===== config.mk =====
export PLATFORM = sky130hd
export DESIGN_NAME = tick_timer3
export DESIGN_NICKNAME = d
export VERILOG_FILES = /design/src/rtl/pit_pkg.sv /design/src/rtl/pit_bus_decode.sv /design/src/rtl/pit_channel.sv /design/src/rtl/tick_timer3.sv
export SDC_FILE = /design/constraint.sdc
export NUM_CORES = 1
export LEC_CHECK = 0
export BUFFER_PORTS_ARGS = -buffer_cell sky130_fd_sc_hd__clkbuf_2
export CORE_MARGIN = 2
export CORE_UTILIZATION = 30
export CTS_CLUSTER_DIAMETER = 150
export DETAILED_ROUTE_END_ITERATION = 12
export HOLD_SLACK_MARGIN = 0.15
export PLACE_DENSITY = 0.46
export SLEW_MARGIN = 20
export SYNTH_ARGS = -nofsm -noshare
export SYNTH_HDL_FRONTEND = slang
export SYNTH_SLANG_ARGS = --single-unit

===== constraint.sdc =====
create_clock -name clk -period 6.7 [get_ports clk]
set_input_delay 1.34 -clock clk [delete_from_list [all_inputs] [get_ports clk]]
set_output_delay 1.34 -clock clk [all_outputs]
set_load 0.05 [all_outputs]

===== src/rtl/pit_pkg.sv =====
package pit_pkg;
  localparam int CNT_W  = 16;
  localparam int NUM_CH = 3;
  localparam int BYTE_W = 8;

  typedef enum logic [1:0] {
    ACC_LATCH = 2'd0,
    ACC_LO    = 2'd1,
    ACC_HI    = 2'd2,
    ACC_LOHI  = 2'd3
  } acc_e;

  typedef enum logic {
    MD_RATE   = 1'b0,
    MD_SQUARE = 1'b1
  } mode_e;

  // A stored zero stands for the full 2**CNT_W span.
  function automatic logic [CNT_W:0] span(input logic [CNT_W-1:0] v);
    return (v == '0) ? {1'b1, {CNT_W{1'b0}}} : {1'b0, v};
  endfunction

  // Square wave: high while the remaining count exceeds half the period.
  function automatic logic sq_level(input logic [CNT_W-1:0] cnt,
                                    input logic [CNT_W-1:0] div);
    return span(cnt) > (span(div) >> 1);
  endfunction

  // Rate generator: low only on the terminal count.
  function automatic logic rate_level(input logic [CNT_W-1:0] cnt);
    return cnt != CNT_W'(1);
  endfunction
endpackage


===== src/rtl/pit_bus_decode.sv =====
module pit_bus_decode
  import pit_pkg::*;
#(
  parameter int CH = NUM_CH
) (
  input  logic             clk,
  input  logic             rst_n,
  input  logic             bus_wr,
  input  logic             bus_rd,
  input  logic [1:0]       bus_addr,
  input  logic [7:0]       bus_wdata,
  output logic [CH-1:0]    ctl_wr,
  output logic [CH-1:0]    latch_cmd,
  output logic [CH-1:0]    data_wr,
  output logic [CH-1:0]    rd_stb,
  output acc_e             cfg_acc,
  output mode_e            cfg_mode
);
  localparam logic [1:0] CTRL_ADDR = 2'd3;

  logic ctl_access;
  logic [1:0] sel;
  logic unused_cfg_bits;

  assign ctl_access      = bus_wr && (bus_addr == CTRL_ADDR);
  assign sel             = bus_wdata[7:6];
  assign cfg_acc         = acc_e'(bus_wdata[5:4]);
  assign cfg_mode        = mode_e'(bus_wdata[1]);
  assign unused_cfg_bits = ^{bus_wdata[3:2], bus_wdata[0]};

  for (genvar i = 0; i < CH; i++) begin : g_dec
    assign ctl_wr[i]    = ctl_access && (sel == 2'(i)) && (cfg_acc != ACC_LATCH);
    assign latch_cmd[i] = ctl_access && (sel == 2'(i)) && (cfg_acc == ACC_LATCH);
    assign data_wr[i]   = bus_wr && (bus_addr == 2'(i));
    assign rd_stb[i]    = bus_rd && (bus_addr == 2'(i));
  end

  // one bus cycle touches at most one channel
  assert_single_target_R2: assert property (@(posedge clk) disable iff (!rst_n)
    $onehot0(ctl_wr | latch_cmd | data_wr));
endmodule


===== src/rtl/pit_channel.sv =====
module pit_channel
  import pit_pkg::*;
#(
  parameter int W = CNT_W
) (
  input  logic       clk,
  input  logic       rst_n,
  input  logic       tick_en,
  input  logic       gate,
  input  logic       ctl_wr,
  input  acc_e       cfg_acc,
  input  mode_e      cfg_mode,
  input  logic       latch_cmd,
  input  logic       data_wr,
  input  logic       rd_stb,
  input  logic [7:0] wdata,
  output logic       out,
  output logic [7:0] rd_byte
);
  acc_e         acc;
  mode_e        mode;
  logic         running, load_pend, wr_ff, rd_ff, latched;
  logic [W-1:0] count, div_active, div_new, latch_val;
  logic [7:0]   lo_hold;

  logic         tick_ok, at_term, hi_sel;
  logic [W-1:0] rd_src;

  assign tick_ok = tick_en && gate;
  assign at_term = (count == W'(1));

  always_ff @(posedge clk or negedge rst_n) begin
    if (!rst_n) begin
      acc        <= ACC_LOHI;
      mode       <= MD_RATE;
      running    <= 1'b0;
      load_pend  <= 1'b0;
      wr_ff      <= 1'b0;
      rd_ff      <= 1'b0;
      latched    <= 1'b0;
      count      <= '0;
      div_active <= '0;
      div_new    <= '0;
      latch_val  <= '0;
      lo_hold    <= '0;
    end else begin
      // counting
      if (!gate) begin
        if (running) begin
          running   <= 1'b0;
          load_pend <= 1'b1;
        end
      end else if (tick_en) begin
        if (!running) begin
          if (load_pend) begin
            count      <= div_new;
            div_active <= div_new;
            running    <= 1'b1;
            load_pend  <= 1'b0;
          end
        end else if (at_term) begin
          count      <= load_pend ? div_new : div_active;
          div_active <= load_pend ? div_new : div_active;
          load_pend  <= 1'b0;
        end else begin
          count <= count - W'(1);
        end
      end

      // configuration and divisor writes
      if (ctl_wr) begin
        acc       <= cfg_acc;
        mode      <= cfg_mode;
        running   <= 1'b0;
        load_pend <= 1'b0;
        wr_ff     <= 1'b0;
        rd_ff     <= 1'b0;
        latched   <= 1'b0;
      end else if (data_wr) begin
        unique case (acc)
          ACC_LO: begin
            div_new   <= {{(W-8){1'b0}}, wdata};
            load_pend <= 1'b1;
          end
          ACC_HI: begin
            div_new   <= {wdata, {(W-8){1'b0}}};
            load_pend <= 1'b1;
          end
          default: begin
            if (!wr_ff) begin
              lo_hold <= wdata;
              wr_ff   <= 1'b1;
            end else begin
              div_new   <= {wdata, lo_hold};
              wr_ff     <= 1'b0;
              load_pend <= 1'b1;
            end
          end
        endcase
      end

      // snapshot
      if (latch_cmd && !latched) begin
        latched   <= 1'b1;
        latch_val <= count;
      end

      // read pointer
      if (rd_stb) begin
        if (acc == ACC_LOHI) begin
          if (!rd_ff) rd_ff <= 1'b1;
          else begin
            rd_ff   <= 1'b0;
            latched <= 1'b0;
          end
        end else begin
          latched <= 1'b0;
        end
      end
    end
  end

  always_comb begin
    if (!(running && gate)) out = 1'b1;
    else if (mode == MD_SQUARE) out = sq_level(count, div_active);
    else out = rate_level(count);
  end

  assign rd_src  = latched ? latch_val : count;
  assign hi_sel  = (acc == ACC_HI) || ((acc == ACC_LOHI) && rd_ff);
  assign rd_byte = hi_sel ? rd_src[W-1 -: 8] : rd_src[7:0];

  // a running counter steps down by one per pulse, wrapping 0 to all-ones
  assert_step_down_R7: assert property (@(posedge clk) disable iff (!rst_n)
    (running && $past(running) && $past(tick_ok) && $past(count) != W'(1))
      |-> count == W'($past(count) - W'(1)));

  // a reload at terminal count lands on the divisor now in force
  assert_reload_R8: assert property (@(posedge clk) disable iff (!rst_n)
    $past(running && tick_ok && at_term && !ctl_wr) |-> count == div_active);

  // a held snapshot never changes
  assert_latch_hold_R9: assert property (@(posedge clk) disable iff (!rst_n)
    (latched && $past(latched)) |-> $stable(latch_val));

  // a control word idles the channel and clears the write pointer
  assert_ctrl_idle_R4: assert property (@(posedge clk) disable iff (!rst_n)
    $past(ctl_wr) |-> (!running && !wr_ff && !rd_ff));

  // with the gate held low the count is frozen
  assert_gate_freeze_R11: assert property (@(posedge clk) disable iff (!rst_n)
    (!gate && $past(!gate)) |=> $stable(count));
endmodule


===== src/rtl/tick_timer3.sv =====
module tick_timer3
  import pit_pkg::*;
(
  input  logic       clk,
  input  logic       rst_n,
  input  logic       tick_en,
  input  logic [1:0] bus_addr,
  input  logic       bus_wr,
  input  logic       bus_rd,
  input  logic [7:0] bus_wdata,
  output logic [7:0] bus_rdata,
  input  logic       spk_gate,
  output logic       irq_tick,
  output logic       out_ch1,
  output logic       out_ch2,
  output logic       spk_out
);
  localparam int SPK_CH = NUM_CH - 1;

  logic [NUM_CH-1:0] ctl_wr, latch_cmd, data_wr, rd_stb, ch_out, ch_gate;
  logic [7:0]        ch_rd [NUM_CH];
  acc_e              cfg_acc;
  mode_e             cfg_mode;

  pit_bus_decode #(.CH(NUM_CH)) u_dec (
    .clk       (clk),
    .rst_n     (rst_n),
    .bus_wr    (bus_wr),
    .bus_rd    (bus_rd),
    .bus_addr  (bus_addr),
    .bus_wdata (bus_wdata),
    .ctl_wr    (ctl_wr),
    .latch_cmd (latch_cmd),
    .data_wr   (data_wr),
    .rd_stb    (rd_stb),
    .cfg_acc   (cfg_acc),
    .cfg_mode  (cfg_mode)
  );

  for (genvar i = 0; i < NUM_CH; i++) begin : g_ch
    if (i == SPK_CH) begin : g_gated
      assign ch_gate[i] = spk_gate;
    end else begin : g_free
      assign ch_gate[i] = 1'b1;
    end

    pit_channel #(.W(CNT_W)) u_ch (
      .clk       (clk),
      .rst_n     (rst_n),
      .tick_en   (tick_en),
      .gate      (ch_gate[i]),
      .ctl_wr    (ctl_wr[i]),
      .cfg_acc   (cfg_acc),
      .cfg_mode  (cfg_mode),
      .latch_cmd (latch_cmd[i]),
      .data_wr   (data_wr[i]),
      .rd_stb    (rd_stb[i]),
      .wdata     (bus_wdata),
      .out       (ch_out[i]),
      .rd_byte   (ch_rd[i])
    );
  end

  always_comb begin
    bus_rdata = 8'h00;
    for (int i = 0; i < NUM_CH; i++)
      if (bus_addr == 2'(i)) bus_rdata = ch_rd[i];
  end

  assign irq_tick = ch_out[0];
  assign out_ch1  = ch_out[1];
  assign out_ch2  = ch_out[SPK_CH];
  assign spk_out  = ch_out[SPK_CH] && spk_gate;

  // the speaker is silent whenever its gate is low
  assert_spk_silent_R11: assert property (@(posedge clk) disable iff (!rst_n)
    !spk_gate |-> !spk_out);
endmodule


Word-level counts from Yosys, hierarchy flattened
Index checks and enable logic that the tools add are counted.
{"block": "op_classes", "addsub": 3, "n_mux": 120, "magnitude_cmp": 3, "eq_ne": 27, "n_bitwise": 9, "n_reduce_logical": 69}
{"operator": "16-bit 2-to-1 mux", "count": 24}
{"operator": "17-bit 2-to-1 mux", "count": 6}
{"operator": "16-bit logical NOT", "count": 6}
{"operator": "16-bit case mux with 2 select lines", "count": 3}
{"operator": "1-bit 2-to-1 mux", "count": 81}
{"operator": "17-bit by 16-bit greater-than comparator with 1-bit output", "count": 3}
{"operator": "16-bit by 1-bit equality test with 1-bit output, second input constant", "count": 3}
{"operator": "8-bit 2-to-1 mux", "count": 6}
{"operator": "16-bit by 1-bit inequality test with 1-bit output, second input constant", "count": 3}
{"operator": "16-bit by 1-bit subtractor with 16-bit output, second input constant", "count": 3}
{"operator": "1-bit logical AND", "count": 24}
{"operator": "2-bit equality test, second input constant", "count": 9}
{"operator": "2-bit nonzero test", "count": 9}
{"operator": "3-bit AND reduction", "count": 5}
{"operator": "2-bit AND reduction", "count": 7}
{"operator": "4-bit AND reduction", "count": 3}
{"operator": "2-bit by 1-bit equality test with 1-bit output, second input constant", "count": 5}
{"operator": "1-bit NOT", "count": 9}
{"operator": "3-bit nonzero test", "count": 3}
{"operator": "2-bit logical NOT", "count": 3}
{"operator": "2-bit by 1-bit inequality test with 1-bit output, second input constant", "count": 3}
{"operator": "2-bit inequality test, second input constant", "count": 3}
{"operator": "2-bit OR reduction", "count": 3}
{"operator": "1-bit logical NOT", "count": 3}
{"operator": "2 further kinds", "count": 4}
{"block": "totals", "ff_bits": 240, "out_inout_bits": 12, "elab_cells": 267, "inputBits": 16}

Longest topological paths before layout
{"block": "logic_depth", "word_depth": 9, "mapped_depth": 12, "ltp_nobuf": 11}

Modules after synthesis
From an unflattened synthesis, not the netlist that was laid out.
{"block": "hier_totals", "cells_unflattened": 1535, "area_unflattened_um2": 14387.5}
{"mod": "pit_channel at g_ch[0].u_ch ...", "area_per_inst_um2": 4664.5, "cells_each": 500, "n_inst": 2, "seq_area_each_um2": 2004.4}
{"mod": "pit_channel at g_ch[2].u_ch", "area_per_inst_um2": 4710.8, "cells_each": 493, "n_inst": 1, "seq_area_each_um2": 2004.4}
{"mod": "tick_timer3", "area_per_inst_um2": 207.7, "cells_each": 22, "n_inst": 1, "seq_area_each_um2": 0.0}
{"mod": "pit_bus_decode", "area_per_inst_um2": 140.1, "cells_each": 20, "n_inst": 1, "seq_area_each_um2": 0.0}

Least setup slack after synthesis
No wires, ideal clock.
{"block": "synth_timing", "path_kind": "reg-to-output", "start": "register g_ch[2].u_ch.count[5]", "end": "output spk_out", "path_buffers": 2, "arrival_ps": 4620, "path_slack_ps": 740, "stages_incl_launch_ff": 13, "required_time_ps": 5360, "cell_sequence": "dfrtp_1 -> clkbuf_1 -> nor4_2 -> nand4_1 -> clkbuf_1 -> or2_2 -> and2_1 -> ha_1 -> nor2b_1 -> o211ai_1 -> and3_1 -> o221a_2 -> o311ai_0"}
{"block": "synth_between", "elab_chain_len": 6, "elab_cells_between_ends": 7, "cone_classes": "1 x order compare; 1 x eq/ne; 3 x mux; 2 x reduce/logical"}
{"element": "from (decl)", "line": "pit_channel.sv:23", "text": "logic [W-1:0] count, div_active, div_new, latch_val;"}
{"element": "from (signal assigned)", "line": "pit_channel.sv:56", "text": "count <= div_new;"}
{"element": "from (signal assigned)", "line": "pit_channel.sv:62", "text": "count <= load_pend ? div_new : div_active;"}
{"element": "from (signal assigned)", "line": "pit_channel.sv:66", "text": "count <= count - W'(1);"}
{"element": "16-bit logical NOT", "line": "pit_pkg.sv:20", "text": "return (v == '0) ? {1'b1, {CNT_W{1'b0}}} : {1'b0, v};"}
{"element": "17-bit 2-to-1 mux", "line": "pit_pkg.sv:20"}
{"element": "17-bit by 16-bit greater-than comparator with 1-bit output", "line": "pit_pkg.sv:26", "text": "return span(cnt) > (span(div) >> 1);"}
{"element": "1-bit 2-to-1 mux (*)", "line": "pit_channel.sv:125", "text": "else if (mode == MD_SQUARE) out = sq_level(count, div_active);"}
{"element": "1-bit 2-to-1 mux (*)", "line": "pit_channel.sv:124", "text": "if (!(running && gate)) out = 1'b1;"}
{"element": "1-bit logical AND (*)", "line": "tick_timer3.sv:73", "text": "assign spk_out = ch_out[SPK_CH] && spk_gate;"}
{"element": "to (decl)", "line": "tick_timer3.sv:16", "text": "output logic spk_out"}
Every way passes the cells marked *; elsewhere a longest branch is shown, timed or not.

Worst setup path in the final report
{"block": "layout_timing", "start": "register g_ch[2].u_ch.count[6]", "end": "output spk_out"}
Same word-level chain as after synthesis.

==> flow_summary_export.csv <==
group,metric,value,unit
clock_tree,htreeDepth,1,
clock_tree,clkSinkCount,240,
critical_path,startpoint_type,"register",
cells_and_area,final_net_count,1506,
timing,hold_viol_final,0,
synth,syn_area,14000,um^2
floorplanning,coreArea,46300,um^2
hold_path,hp-start,"g_ch[0].u_ch.acc[0]$_DFFE_PN1P_",
timing,slew_violations,0,
detailed_routing,drc,0,
synth,avgSynthCellArea,9.38,um^2
placement,place_inst,1998,
placement,place.port_buffers,27,
synth,synth_ff_type,"dfrtp_1",
grt,antenna_found_initial,1,
timing,max_freq,0.179,GHz
detailed_routing,postRouteAntennaNets,0,
clock_tree,post_cts_resized,0,
cells_and_area,syn_to_final_growth,10.3,%
cells_and_area,stdcell_count,2055,
floorplanning,fp.dieW,220,um
hold_path,hold_end,"g_ch[0].u_ch.acc[0]$_DFFE_PN1P_",
detailed_routing,dr.pass1.iters,5,
clock_tree,clock_latency,0.58,ns
clock_tree,cts_root_buffer,"clkbuf_16",
critical_path,cp.required,5.36,ns
synth,yosysWarningCount,0,
placement,gp_congestion,0.935,
grt,grt_pass1_vias,10900,
hold_path,hp-class,"reg -> reg",
timing,relSlewSlack,20.9,%
detailed_routing,drt-initial-drc-count,965,
synth,synth_async_sr_flop_share,100,%
grt,grt_pass1_wl,68700,um
synth,ys_seq_area_share,43.0,%
grt,overflow,0,
floorplanning,dieArea,48400,um^2
floorplanning,fp-row-count,79,
timing,worst_slew_pin_slew,1.18,ns
synth,ys_types,73,
grt,track_usage,18.5,%
placement,dp_hpwl,31900,um
timing,setup_viol,0,
clock_tree,cts_tree,"yes",
timing,tns,0,ns
critical_path,path_class,"reg -> out",
detailed_routing,wire_per_inst,21.5,um
clock_tree,post-cts-setup-buffers,0,
critical_path,reg2reg_slack,3.59,ns
critical_path,crit_path_end_kind,"output pin",
timing,fin_worst_skew,0.0307,ns
floorplanning,fp.dieH,220,um
power,ir_worst_vdd,0.210,mV
clock_tree,cts_buffer_depth,3,
critical_path,arrival,4.23,ns
detailed_routing,routed_via_density,5.39,
clock_tree,hold_buffers,0,
power,leakagePower,6.53,nW
detailed_routing,wl,44100,um
critical_path,cp_max_fo,13,
detailed_routing,vias,11100,
cells_and_area,layout-drive-gt1-share,14.6,%
grt,grt_start_max_net_pins,144,
synth,synth_enable_flop_cells,0,
clock_tree,cts.clk_slew.worst_paths,0.06,ns
critical_path,reg2reg_to,"g_ch[1].u_ch.count[5]$_DFFE_PN0P_",
cells_and_area,antenna_cells,0,
clock_tree,cts_made_buffers,31,
synth,postSynthCellCount,1492,
status,status,"complete, no violations",
critical_path,reg2regPathDepth,5,
power,power_density,447,nW/um^2
synth,synth_nets,1574,
timing,rsz0062_at_grt,"no",
hold_path,min_path_cells,2,
floorplanning,io-pin-count,28,
timing,period_share,83.2,%
timing,min_period,5.57,ns
job,cap_violations,0,
floorplanning,start_util,30.3,%
critical_path,rr_startpoint,"g_ch[1].u_ch.count[10]$_DFFE_PN0P_",
power,p_total,6.90,mW
synth,ys_seq_elements,240,
## worst max-delay path, stage by stage (launching register included)
cell and delay, ns:
dfrtp_1 0.45, nor4_2 0.66, nand4_1 0.15, buf_4 0.22
or2_2 0.31, and2_1 0.17, ha_1 0.29, nor2b_1 0.14
o211ai_1 0.08, and3_1 0.17, o221a_2 0.30, o311ai_0 0.37
clkbuf_2 0.35
## flip-flops by register name (all words and copies together) (netlist names), 6 cells and up
register and cells:
g_ch.u_ch.count 48, g_ch.u_ch.div_active 48, g_ch.u_ch.div_new 48, g_ch.u_ch.latch_val 48, g_ch.u_ch.lo_hold 24, g_ch.u_ch.acc 6
## worst max-delay path by stage
stage | start | end | slack (ns) | depth (start not counted)
2_1_floorplan | g_ch[2].u_ch.count[5]$_DFFE_PN0P_ | spk_out | 0.74 | 12
3_3_place_gp | g_ch[2].u_ch.count[6]$_DFFE_PN0P_ | spk_out | 1.80 | 12
3_5_place_dp | g_ch[2].u_ch.count[6]$_DFFE_PN0P_ | spk_out | 1.69 | 12
4_1_cts | g_ch[2].u_ch.count[6]$_DFFE_PN0P_ | spk_out | 1.08 | 12
5_1_grt | g_ch[2].u_ch.count[6]$_DFFE_PN0P_ | spk_out | 0.88 | 12
6_report | g_ch[2].u_ch.count[6]$_DFFE_PN0P_ | spk_out | 1.13 | 12
## cell usage in the layout (no fill, tap or decap), types with 25 or more instances in the layout
master and n:
mux2_2 78, nand2_1 196, dfrtp_1 234, nor4_1 30
nand3_1 50, ha_1 66, nor3_1 25, clkbuf_16 31
clkbuf_2 26, inv_1 68, o21ai_0 117, nor2_1 83
a21oi_1 72
## per-layer routing
layer / global-route usage [%] / share of wire [%] / wire [um] / vias to the layer above
met4: 5.75 / 3.2 / 1410 / 2
met5: 0 / 0.018 / 8 / -
met2: 29.3 / 45 / 20000 / 278
met1: 26.0 / 47 / 20700 / 5501
li1: - / - / - / 5221
met3: 2.54 / 4.4 / 1960 / 76
## stage by stage
| step | worst slack (ns) | instance area [um^2] | hold slack [ns] | util [%] |
|---|---|---|---|---|
| after detailed placement | 1.69 | 14400 | 0.470 | 31.2 |
| after CTS | 1.08 | 15400 | 0.482 | 33.4 |
| after global routing | 0.877 | 15400 | 0.499 | 33.4 |
| after global placement | 1.80 | 14400 | 0.464 | 31.2 |
| final | 1.13 | 15400 | 0.481 | 33.4 |
| after floorplan | 0.740 | 14000 | 0.445 | - |
## layout make-up
cell class,instances,area [um^2]
clock buffers,49,913
clock inverters,8,104
fillers,4799,30800
inverters,68,255
multi-input cells,1051,7210
flip-flops and latches,240,6010
well taps,607,759
repair buffers,32,195
## Yosys cell counts, drive strengths merged, types with 8 or more instances
master	instances	area (um^2)
a21o	8	60.1
and3	16	100
mux2i	14	140
nand2	196	736
mux2	84	968
dfrtp	234	5860
or4	10	82.6
o21ai	121	606
a31oi	12	75.1
xor2	8	70.1
nor4	31	200
nor2b	11	68.8
or3	15	93.8
nand3	51	255
inv	68	255
clkbuf	122	458
nor3	25	125
a211o	8	70.1
mux4	24	541
nand4	12	75.1
a21oi	74	382
ha	66	826
nor2	83	312
buf	11	73.8
o21a	8	60.1
nand2b	10	62.6
o22ai	23	144
a221oi	9	78.8
a211oi	9	67.6
a22oi	17	128
o31ai	17	128
xnor2	10	87.6
o211ai	9	67.6
## kinds of logic (layout without fill, tap and decap cells)
kind of cell	Yosys count	count (layout)	share of synthesized area (%)
and+or+nand+nor	493	493	16.9
AOI/OAI and AO/OA	352	352	15.7
DFF	240	240	43.0
buffers and inverters	201	157	5.62
muxes	122	122	11.8
adders and majority gates	66	66	5.90
xor gates and xnor gates	18	18	1.13
## where the power goes
part / switching, mW / internal [mW] / total, mW
logic: 1.33 / 1.06 / 2.39
clock network: 0.657 / 1.01 / 1.66
registers: 0.836 / 2.02 / 2.85
No activity file was read; power rests on OpenSTA's default activity.
